--- src/rtl/sac_pkg.sv ---
package sac_pkg;
  parameter int unsigned AW   = 32;
  parameter int unsigned NREG = 14;
  parameter int unsigned RNW  = 8;
  localparam int unsigned IW  = $clog2(NREG);

  localparam int unsigned RIDX_ROM     = 7;
  localparam int unsigned RIDX_BOOTCFG = 10;
  localparam int unsigned RIDX_NVM     = 11;
  localparam int unsigned NUMBERED     = 10;

  typedef enum logic [1:0] {ATTR_S = 2'd0, ATTR_NSC = 2'd1, ATTR_NS = 2'd2, ATTR_EX = 2'd3} attr_e;
  typedef enum logic [1:0] {ACC_FETCH = 2'd0, ACC_READ = 2'd1, ACC_WRITE = 2'd2, ACC_RSVD = 2'd3} acc_e;

  typedef struct packed {
    attr_e          attr;
    logic [RNW-1:0] rnum;
    logic           fault;
    logic           discard;
  } verdict_t;

  function automatic attr_e reg_attr(input int unsigned i);
    case (i)
      1, 3:          return ATTR_NSC;
      4, 6, 9:       return ATTR_NS;
      10, 11, 12, 13: return ATTR_EX;
      default:       return ATTR_S;
    endcase
  endfunction

  function automatic logic [RNW-1:0] reg_num(input int unsigned i);
    return (i < NUMBERED) ? RNW'(i + 1) : '0;
  endfunction

  // empty regions: base above limit
  function automatic logic [AW-1:0] def_base(input int unsigned i);
    case (i)
      0:  return 32'h0000_0000;
      2:  return 32'h0000_2000;
      5:  return 32'h0040_0000;
      7:  return 32'h0200_0000;
      8:  return 32'h2000_0000;
      10: return 32'h0080_C000;
      11: return 32'h0080_0000;
      12: return 32'h4000_0000;
      13: return 32'h6000_0000;
      default: return '1;
    endcase
  endfunction

  function automatic logic [AW-1:0] def_limit(input int unsigned i);
    case (i)
      0:  return 32'h0000_1FFF;
      2:  return 32'h0003_FFFF;
      5:  return 32'h0040_1FFF;
      7:  return 32'h0200_7FFF;
      8:  return 32'h2000_7FFF;
      10: return 32'h0080_C0FF;
      11: return 32'h0080_FFFF;
      12: return 32'h4FFF_FFFF;
      13: return 32'h6000_FFFF;
      default: return '0;
    endcase
  endfunction
endpackage

--- src/rtl/sac_cfg_regs.sv ---
module sac_cfg_regs
  import sac_pkg::*;
(
  input  logic                     clk_i,
  input  logic                     rst_ni,
  input  logic                     lock_i,
  input  logic                     we_i,
  input  logic [IW-1:0]            idx_i,
  input  logic                     limit_sel_i,
  input  logic [AW-1:0]            wdata_i,
  output logic [NREG-1:0][AW-1:0]  base_o,
  output logic [NREG-1:0][AW-1:0]  limit_o
);
  for (genvar g = 0; g < NREG; g++) begin : g_reg
    logic [AW-1:0] b_q, l_q;
    logic          sel;
    assign sel = we_i && !lock_i && (idx_i == IW'(g));
    always_ff @(posedge clk_i or negedge rst_ni) begin
      if (!rst_ni) begin
        b_q <= def_base(g);
        l_q <= def_limit(g);
      end else if (sel) begin
        if (limit_sel_i) l_q <= wdata_i;
        else             b_q <= wdata_i;
      end
    end
    assign base_o[g]  = b_q;
    assign limit_o[g] = l_q;
  end
endmodule

--- src/rtl/sac_region_lookup.sv ---
module sac_region_lookup
  import sac_pkg::*;
(
  input  logic [AW-1:0]            addr_i,
  input  logic [NREG-1:0][AW-1:0]  base_i,
  input  logic [NREG-1:0][AW-1:0]  limit_i,
  output logic                     hit_o,
  output logic [IW-1:0]            idx_o
);
  logic [NREG-1:0] match;

  for (genvar g = 0; g < NREG; g++) begin : g_cmp
    assign match[g] = (addr_i >= base_i[g]) && (addr_i <= limit_i[g]);
  end

  // lowest index wins
  always_comb begin
    hit_o = |match;
    idx_o = '0;
    for (int i = NREG - 1; i >= 0; i--) begin
      if (match[i]) idx_o = IW'(i);
    end
  end
endmodule

--- src/rtl/sac_access_rule.sv ---
module sac_access_rule
  import sac_pkg::*;
(
  input  logic          hit_i,
  input  logic [IW-1:0] idx_i,
  input  logic [1:0]    kind_i,
  input  logic          secure_i,
  output verdict_t      verdict_o
);
  logic fetch, write, is_rom, is_bootcfg, is_nvm;

  assign fetch      = (kind_i == ACC_FETCH);
  assign write      = (kind_i == ACC_WRITE);
  assign is_rom     = (idx_i == IW'(RIDX_ROM));
  assign is_bootcfg = (idx_i == IW'(RIDX_BOOTCFG));
  assign is_nvm     = (idx_i == IW'(RIDX_NVM));

  always_comb begin
    verdict_o.discard = 1'b0;
    if (!hit_i) begin
      verdict_o.attr  = ATTR_S;
      verdict_o.rnum  = '0;
      verdict_o.fault = !secure_i;
    end else begin
      verdict_o.attr = reg_attr(int'(idx_i));
      verdict_o.rnum = reg_num(int'(idx_i));
      unique case (verdict_o.attr)
        ATTR_S:   verdict_o.fault = !secure_i || (is_rom && !fetch);
        ATTR_NSC: verdict_o.fault = !secure_i && !fetch;
        ATTR_NS:  verdict_o.fault = 1'b0;
        default: begin
          verdict_o.fault = fetch || (!secure_i && write && is_nvm);
          verdict_o.discard = !fetch && !secure_i && write && is_bootcfg;
        end
      endcase
    end
  end
endmodule

--- src/rtl/sac_top.sv ---
module sac_top
  import sac_pkg::*;
(
  input  logic                clk_i,
  input  logic                rst_ni,
  input  logic                lock_i,
  input  logic                cfg_we_i,
  input  logic [IW-1:0]       cfg_idx_i,
  input  logic                cfg_limit_sel_i,
  input  logic [AW-1:0]       cfg_wdata_i,
  input  logic                req_valid_i,
  input  logic [AW-1:0]       req_addr_i,
  input  logic [1:0]          req_kind_i,
  input  logic                req_secure_i,
  output logic                valid_o,
  output logic [1:0]          attr_o,
  output logic [RNW-1:0]      region_o,
  output logic                fault_o,
  output logic                discard_o
);
  logic [NREG-1:0][AW-1:0] base_q, limit_q;
  logic                    hit;
  logic [IW-1:0]           idx;
  verdict_t                v_d, v_q;
  logic                    valid_q;

  sac_cfg_regs u_cfg (
    .clk_i(clk_i), .rst_ni(rst_ni), .lock_i(lock_i), .we_i(cfg_we_i),
    .idx_i(cfg_idx_i), .limit_sel_i(cfg_limit_sel_i), .wdata_i(cfg_wdata_i),
    .base_o(base_q), .limit_o(limit_q)
  );

  sac_region_lookup u_lookup (
    .addr_i(req_addr_i), .base_i(base_q), .limit_i(limit_q),
    .hit_o(hit), .idx_o(idx)
  );

  sac_access_rule u_rule (
    .hit_i(hit), .idx_i(idx), .kind_i(req_kind_i),
    .secure_i(req_secure_i), .verdict_o(v_d)
  );

  always_ff @(posedge clk_i or negedge rst_ni) begin
    if (!rst_ni) begin
      valid_q <= 1'b0;
      v_q     <= '{attr: ATTR_S, rnum: '0, fault: 1'b0, discard: 1'b0};
    end else begin
      valid_q <= req_valid_i;
      if (req_valid_i) v_q <= v_d;
      else begin
        v_q.fault   <= 1'b0;
        v_q.discard <= 1'b0;
      end
    end
  end

  assign valid_o   = valid_q;
  assign attr_o    = v_q.attr;
  assign region_o  = v_q.rnum;
  assign fault_o   = v_q.fault;
  assign discard_o = v_q.discard;
endmodule

--- config.mk ---
export PLATFORM = sky130hd
export DESIGN_NAME = sac_top
export DESIGN_NICKNAME = d
export VERILOG_FILES = /design/src/rtl/sac_pkg.sv /design/src/rtl/sac_cfg_regs.sv /design/src/rtl/sac_region_lookup.sv /design/src/rtl/sac_access_rule.sv /design/src/rtl/sac_top.sv
export SDC_FILE = /design/constraint.sdc
export NUM_CORES = 2
export LEC_CHECK = 0
export BUFFER_PORTS_ARGS = -buffer_cell sky130_fd_sc_hd__clkbuf_2
export CAP_MARGIN = 20
export CORE_AREA = 3 3 311 313
export CTS_BUF_LIST = sky130_fd_sc_hd__clkbuf_4
export CTS_CLUSTER_DIAMETER = 50
export DETAILED_ROUTE_END_ITERATION = 8
export DIE_AREA = 0 0 314 316
export PLACE_DENSITY = 0.83
export SLEW_MARGIN = 20
export SYNTH_ARGS = -nofsm -noshare
export SYNTH_HDL_FRONTEND = slang
export SYNTH_SLANG_ARGS = --single-unit
--- constraint.sdc ---
create_clock -name clk_i -period 7.2 [get_ports clk_i]
set_clock_uncertainty 0.05 [all_clocks]
set_input_delay 1.44 -clock clk_i [delete_from_list [all_inputs] [get_ports clk_i]]
set_output_delay 1.44 -clock clk_i [all_outputs]
set_load 0.02 [all_outputs]
; ---- Word-level counts from Yosys, hierarchy flattened
; Memories as Yosys holds them, arrays and structs flattened.
; Index checks and enable logic that the tools add are counted.
[word_totals]
regBits = 909
latchBits = 0
mem_bits_rw = 0
rom_bits = 32
in_bits = 77
out_inout_bits = 13
wordCells = 178
mem_count = 1
[memory_table]
columns = name, depth, word_bits, read_ports, rd_ports_with_merged_regs, write_ports, line_no
row1 = (no name shown), 16, 2, 1, 0, 0, sac_pkg.sv:23  ; case (i)
[classes]
n_addsub = 1
n_mul = 0
n_div = 0
n_lt_le_gt_ge = 29
n_eq_ne = 19
shifts = 0
n_mux = 21
n_bitwise = 1
n_reduce_logical = 73
[ops]
columns = cell, count
row1 = $ge A32 B32 Y1, 14
row2 = $le A32 B32 Y1, 14
row3 = $mux W4, 14
row4 = $reduce_and A2 Y1, 28
row5 = $logic_and A1 B1 Y1, 35
row6 = $eq A4 B4 Y1 const B, 8
row7 = $eq A4 B3 Y1 const B, 5
row8 = $reduce_or A14 Y1, 1
row9 = $mux W11, 1
row10 = $eq A4 B2 Y1 const B, 2
row11 = $mux W8, 1
row12 = $add A4 B1 Y5 const B, 1
row13 = $eq A2 B2 Y1 const B, 2
row14 = $eq A4 B1 Y1 const B, 1
row15 = $logic_not A2 Y1, 2
row16 = $logic_not A4 Y1, 1
row17 = $lt A4 B4 Y1 const B, 1
row18 = $mux W2, 2
row19 = $logic_not A1 Y1, 3
row20 = $pmux W1 S3, 1
row21 = $reduce_or A3 Y1, 1
row22 = $eq A2 B1 Y1 const B, 1
row23 = $logic_or A1 B1 Y1, 2
row24 = $mux W1, 2
row25 = $not A1 Y1, 1

; ---- Depth between registers and ports, before layout
; An unclocked memory read counts as a cell.
[depth]
word_depth = 23
mapped_depth = 18
mapped_depth_nobuf = 18

; ---- Cells and area by module
; From an unflattened synthesis, not the netlist that was laid out.
[hier_totals]
cells_unflattened = 5222
area_unflattened_um2 = 57246.2
[by_module_without_submodules]
columns = mod, instances, cells_each, area_each_um2, seq_area_each_um2
row1 = sac_cfg_regs, 1, 2017, 33917.5, 22825.6
row2 = sac_region_lookup, 1, 3138, 22546.6, 0.0
row3 = sac_top, 1, 26, 494.2, 325.3
row4 = sac_access_rule, 1, 41, 287.8, 0.0

; ---- Least setup slack after synthesis
; OpenSTA, ideal clock, no wires.
[synth_timing]
path_kind = input to register
from = input req_addr_i[0]
to = register v_q, in the netlist fault_o
setup_ps = 136
arrival_time_ps = 4847
slack_ps = 2168
stages = 18
n_path_buf = 0
cell_sequence = inv_1 ha_1 nand2b_1 a31oi_1 nor4_1 o2111a_1 o311a_1 o22ai_2 nor2_1 a2111o_1 a41oi_4 inv_2 ha_1 nand2_1 nor3_1 a2bb2oi_1 o2111ai_1 nand4_1
[synth_via]
elab_chain_cells = 22
elab_cells_between_ends = 71
classes_between = order compare (28) / eq/ne (4) / mux (18) / reduce/logical (20) / memory (1)
[synth_rtl]
columns = item, line_no
row1 = start: declaration, sac_top.sv:12  ; input logic [AW-1:0] req_addr_i,
row2 = $ge A32 B32 Y1 / $le A32 B32 Y1 (equally long branches), sac_region_lookup.sv:13  ; assign match[g] = (addr_i >= base_i[g]) && (addr_i <= limit_i[g]);
row3 = $logic_and A1 B1 Y1, sac_region_lookup.sv:13
row4 = $mux W4 (14 in a row), sac_region_lookup.sv:21  ; if (match[i]) idx_o = IW'(i);
row5 = $mem_v2 Z16 W2 (tied with other cells), -
row6 = $mux W2 (tied with other cells), sac_access_rule.sv:20  ; if (!hit_i) begin
row7 = $eq A2 B2 Y1 (tied with other cells), sac_access_rule.sv:27  ; unique case (verdict_o.attr)
row8 = $pmux W1 S3, sac_access_rule.sv:27
row9 = $mux W11 *, sac_access_rule.sv:20
row10 = $mux W2 *, sac_top.sv:49  ; if (req_valid_i) v_q <= v_d;
row11 = end signal: assignment, sac_top.sv:46  ; v_q <= '{attr: ATTR_S, rnum: '0, fault: 1'b0, discard: 1'b0};
row12 = end signal: assignment, sac_top.sv:49
row13 = end: declaration, sac_top.sv:24  ; verdict_t v_d, v_q;
; Every way passes the cells marked *; elsewhere a longest branch is shown, timed or not. The select of a mux whose other input is x is not followed.
; A chain may end at the register's enable or synchronous reset.

; ---- Worst setup path after layout
[layout_timing]
from = input req_addr_i[7]
to = register v_q, in the netlist fault_o
; The elaborated chain is that of the path after synthesis.

==> impl_metrics.yaml <==
drt:
  wl_per_cell_um: 21.4
  drt_iter0_markers: 3603
  drc: 2
  first_pass_iters: 7
  ant_nets: 0
  via_count: 44400
  viasPerCell: 6.03
  routed_wirelength_um: 158000
placement:
  place_inst: 6911
  place_congestion: 0.945
  io_buffers: 86
  detailed_place_hpwl_um: 104000
synth:
  synth_mux_area_share_pct: 10.5
  synth_adder_area_share_pct: 20.0
  yosys_register_bits: 906
  yosysWarnings: 0
  netlist_instances: 5692
  ys.flop_type: "dfrtp_1"
  synthArstFlopShare_pct: 100
  synth_top_family_by_area: "adder cells"
  avgSynthCellArea_um2: 9.89
  yosys.cell_types.count: 81
  synth-xor-area-share_pct: 0.0156
  synth-simple-area-share_pct: 9.02
  yosysSeqAreaShare_pct: 41.0
  mappedNetlistArea_um2: 56300
  synth_edf_count: 0
  synth_compound_area_share_pct: 12.0
grt:
  grt_use_total_pct: 31.9
  grt_max_degree: 192
  antenna_found_initial: 8
  grt_pass1_wl_um: 245000
  grt_pass1_vias: 45500
  overflow: 0
finish:
  final_common_cell: "ha_1"
  area_delta_synth_final_pct: 9.58
  drive_above_1_share_pct: 24.0
  stdcell_count: 7362
  final_cell_mix: "899 x ha_1, 898 x inv_1, 583 x dfrtp_1, 573 x nand2_1, 524 x mux2_2"
  nNetsFinal: 6858
  utilization_pct: 65.2
floorplan:
  dieArea_um2: 99200
  rows: 113
  ios: 90
  start_util_pct: 59.5
  die_y_um: 316
  die_w_um: 314
  core_area_um2: 94600
status:
  outcome: "finished with violations"
  violations: "DRC"
clock_network:
  cts_hold_buf: 0
  cts_root_buffer: "clkbuf_4"
  ctsResizeCount: 0
  path_clk_slew_ns: 0.07
  cts_setup_buffers: 0
  clock_latency_ns: 1.16
  tritoncts: "yes"
  cts_made_buffers: 233
  cts-htree-levels: 4
  max-clock-path-buffers: 3
  cts_num_sinks: 906
power:
  leakage_nw: 29.9
  powerDensity_nw_per_um2: 248
  ir_drop_uv: 132
  total_power_mw: 15.3
timing:
  rsz0062_at_grt: "false"
  finalSetupViolCount: 0
  fmax_mhz: 194
  layout_min_cycle_time_ns: 5.16
  finalSetupTns_ns: 0
  max-slew-margin-rel_pct: 19.8
  drv_slew: 0
  hold_violations: 0
  worst_slew_pin_slew_ns: 1.20
  finalHoldWorstSlack_ns: 0.268
  fin_crit_sh_pct: 71.7
run:
  cap_violations: 0
worst_setup_path:
  crit_required_ns: 8.13
  arrival_ns: 6.09
  worst_setup_path_start_kind: "primary input"
  endpoint_kind: "register"
  critPathKind: "in -> reg"
  cp_max_fo: 18
hold_path:
  hp-class: "in -> async"
[metal layers]
layer | share of wire, % | routed length (um) | global-route usage, %
met3 | 8.7 | 13700 | 6.83
met2 | 45 | 70800 | 50.7
met4 | 6.6 | 10500 | 20.6
met5 | 0.013 | 21 | 0
met1 | 40 | 62600 | 39.5
[state kept, by name, indices dropped and copies added, names as in the netlist]
register,count
attr_o,2
discard_o,1
fault_o,1
region_o,5
u_cfg.g.b_q,448
u_cfg.g.l_q,448
valid_o,1
[metrics by stage]
stage,area (um^2),setup WS (ns)
5_1_grt,61700,1.87
2_1_floorplan,56300,2.17
3_3_place_gp,58300,1.04
4_1_cts,61700,2.19
6_report,61700,2.04
3_5_place_dp,58300,0.992
[worst max-delay path: stages]
cell and delay, ns:
clkbuf_2 0.58, ha_1 0.38, a21oi_1 0.13, a211oi_1 0.08
a2111oi_0 0.49, o21ai_1 0.26, a2111oi_0 0.82, o31ai_1 0.23
a2111o_1 0.44, a41oi_4 0.35, inv_2 0.08, ha_1 0.26
nand2_1 0.08, nor3_1 0.05, a2bb2oi_1 0.16, o2111ai_1 0.14
nand4_1 0.11
[final timing paths]
check | slack [ns] | from | endpoint | cells after the start
hold / removal | 0.27 | rst_ni | u_cfg.g_reg[6].l_q[5]$_DFFE_PN0P_ | 1
setup / recovery | 2.04 | req_addr_i[7] | fault_o$_DFF_PN0_ | 17
setup reg to reg | 2.54 | u_cfg.g_reg[13].b_q[13]$_DFFE_PN0P_ | fault_o$_DFF_PN0_ | 17
min in group clk_i | 0.45 | region_o[4]$_DFFE_PN0P_ | region_o[4]$_DFFE_PN0P_ | 1
hold reg to reg | 0.45 | region_o[4]$_DFFE_PN0P_ | region_o[4]$_DFFE_PN0P_ | 1
max in group asynchronous | 5.29 | rst_ni | u_cfg.g_reg[10].b_q[26]$_DFFE_PN0P_ | 3
[report_power, final]
part           switching, mW  internal [mW]
Clock                   2.22           2.64
Sequential             0.338           6.10
Combinational           2.36           1.61
Total                   4.92           10.4
[cell families after synthesis]
| kind of cell | count (synthesis) |
|---|---|
| flops | 906 |
| compound gates | 1147 |
| xor+xnor | 1 |
| other cells | 1 |
| mux | 525 |
| buf+inv | 1123 |
| simple gates | 1090 |
| fa+ha+maj | 899 |
[synth_stat cells, drive strengths merged, types with 9 or more instances]
library cell	number	area share, %
and3	15	0.17
nor2	101	0.67
dfstp	323	15
o211ai	35	0.48
nand2	573	3.8
buf	82	0.57
o21a	18	0.24
a2111oi	14	0.25
nand2b	12	0.13
dfrtp	583	26
nor3	46	0.43
a221o	9	0.16
o22ai	9	0.11
nand4	137	1.5
a211o	9	0.14
a21oi	298	2.6
a21o	63	0.84
a221oi	22	0.35
nand3	86	0.76
and4	22	0.34
nor2b	33	0.37
mux2	524	10
a31oi	11	0.12
a211oi	52	0.69
nor4	25	0.28
o21ai	531	4.7
o2111ai	9	0.14
ha	899	20
inv	899	6.0
clkbuf	142	0.95
[cell type report]
type                       count  area, um^2
tap                         1265        1580
timing repair buffer         177        1240
antenna                        7        17.5
multi-input combinational   3665       29100
clock inverter                53         379
fill                        7052       32900
sequential                   906       23100
inverter                     899        3370
clock buffer                 390        2930
No activity file was read; power rests on OpenSTA's default activity.
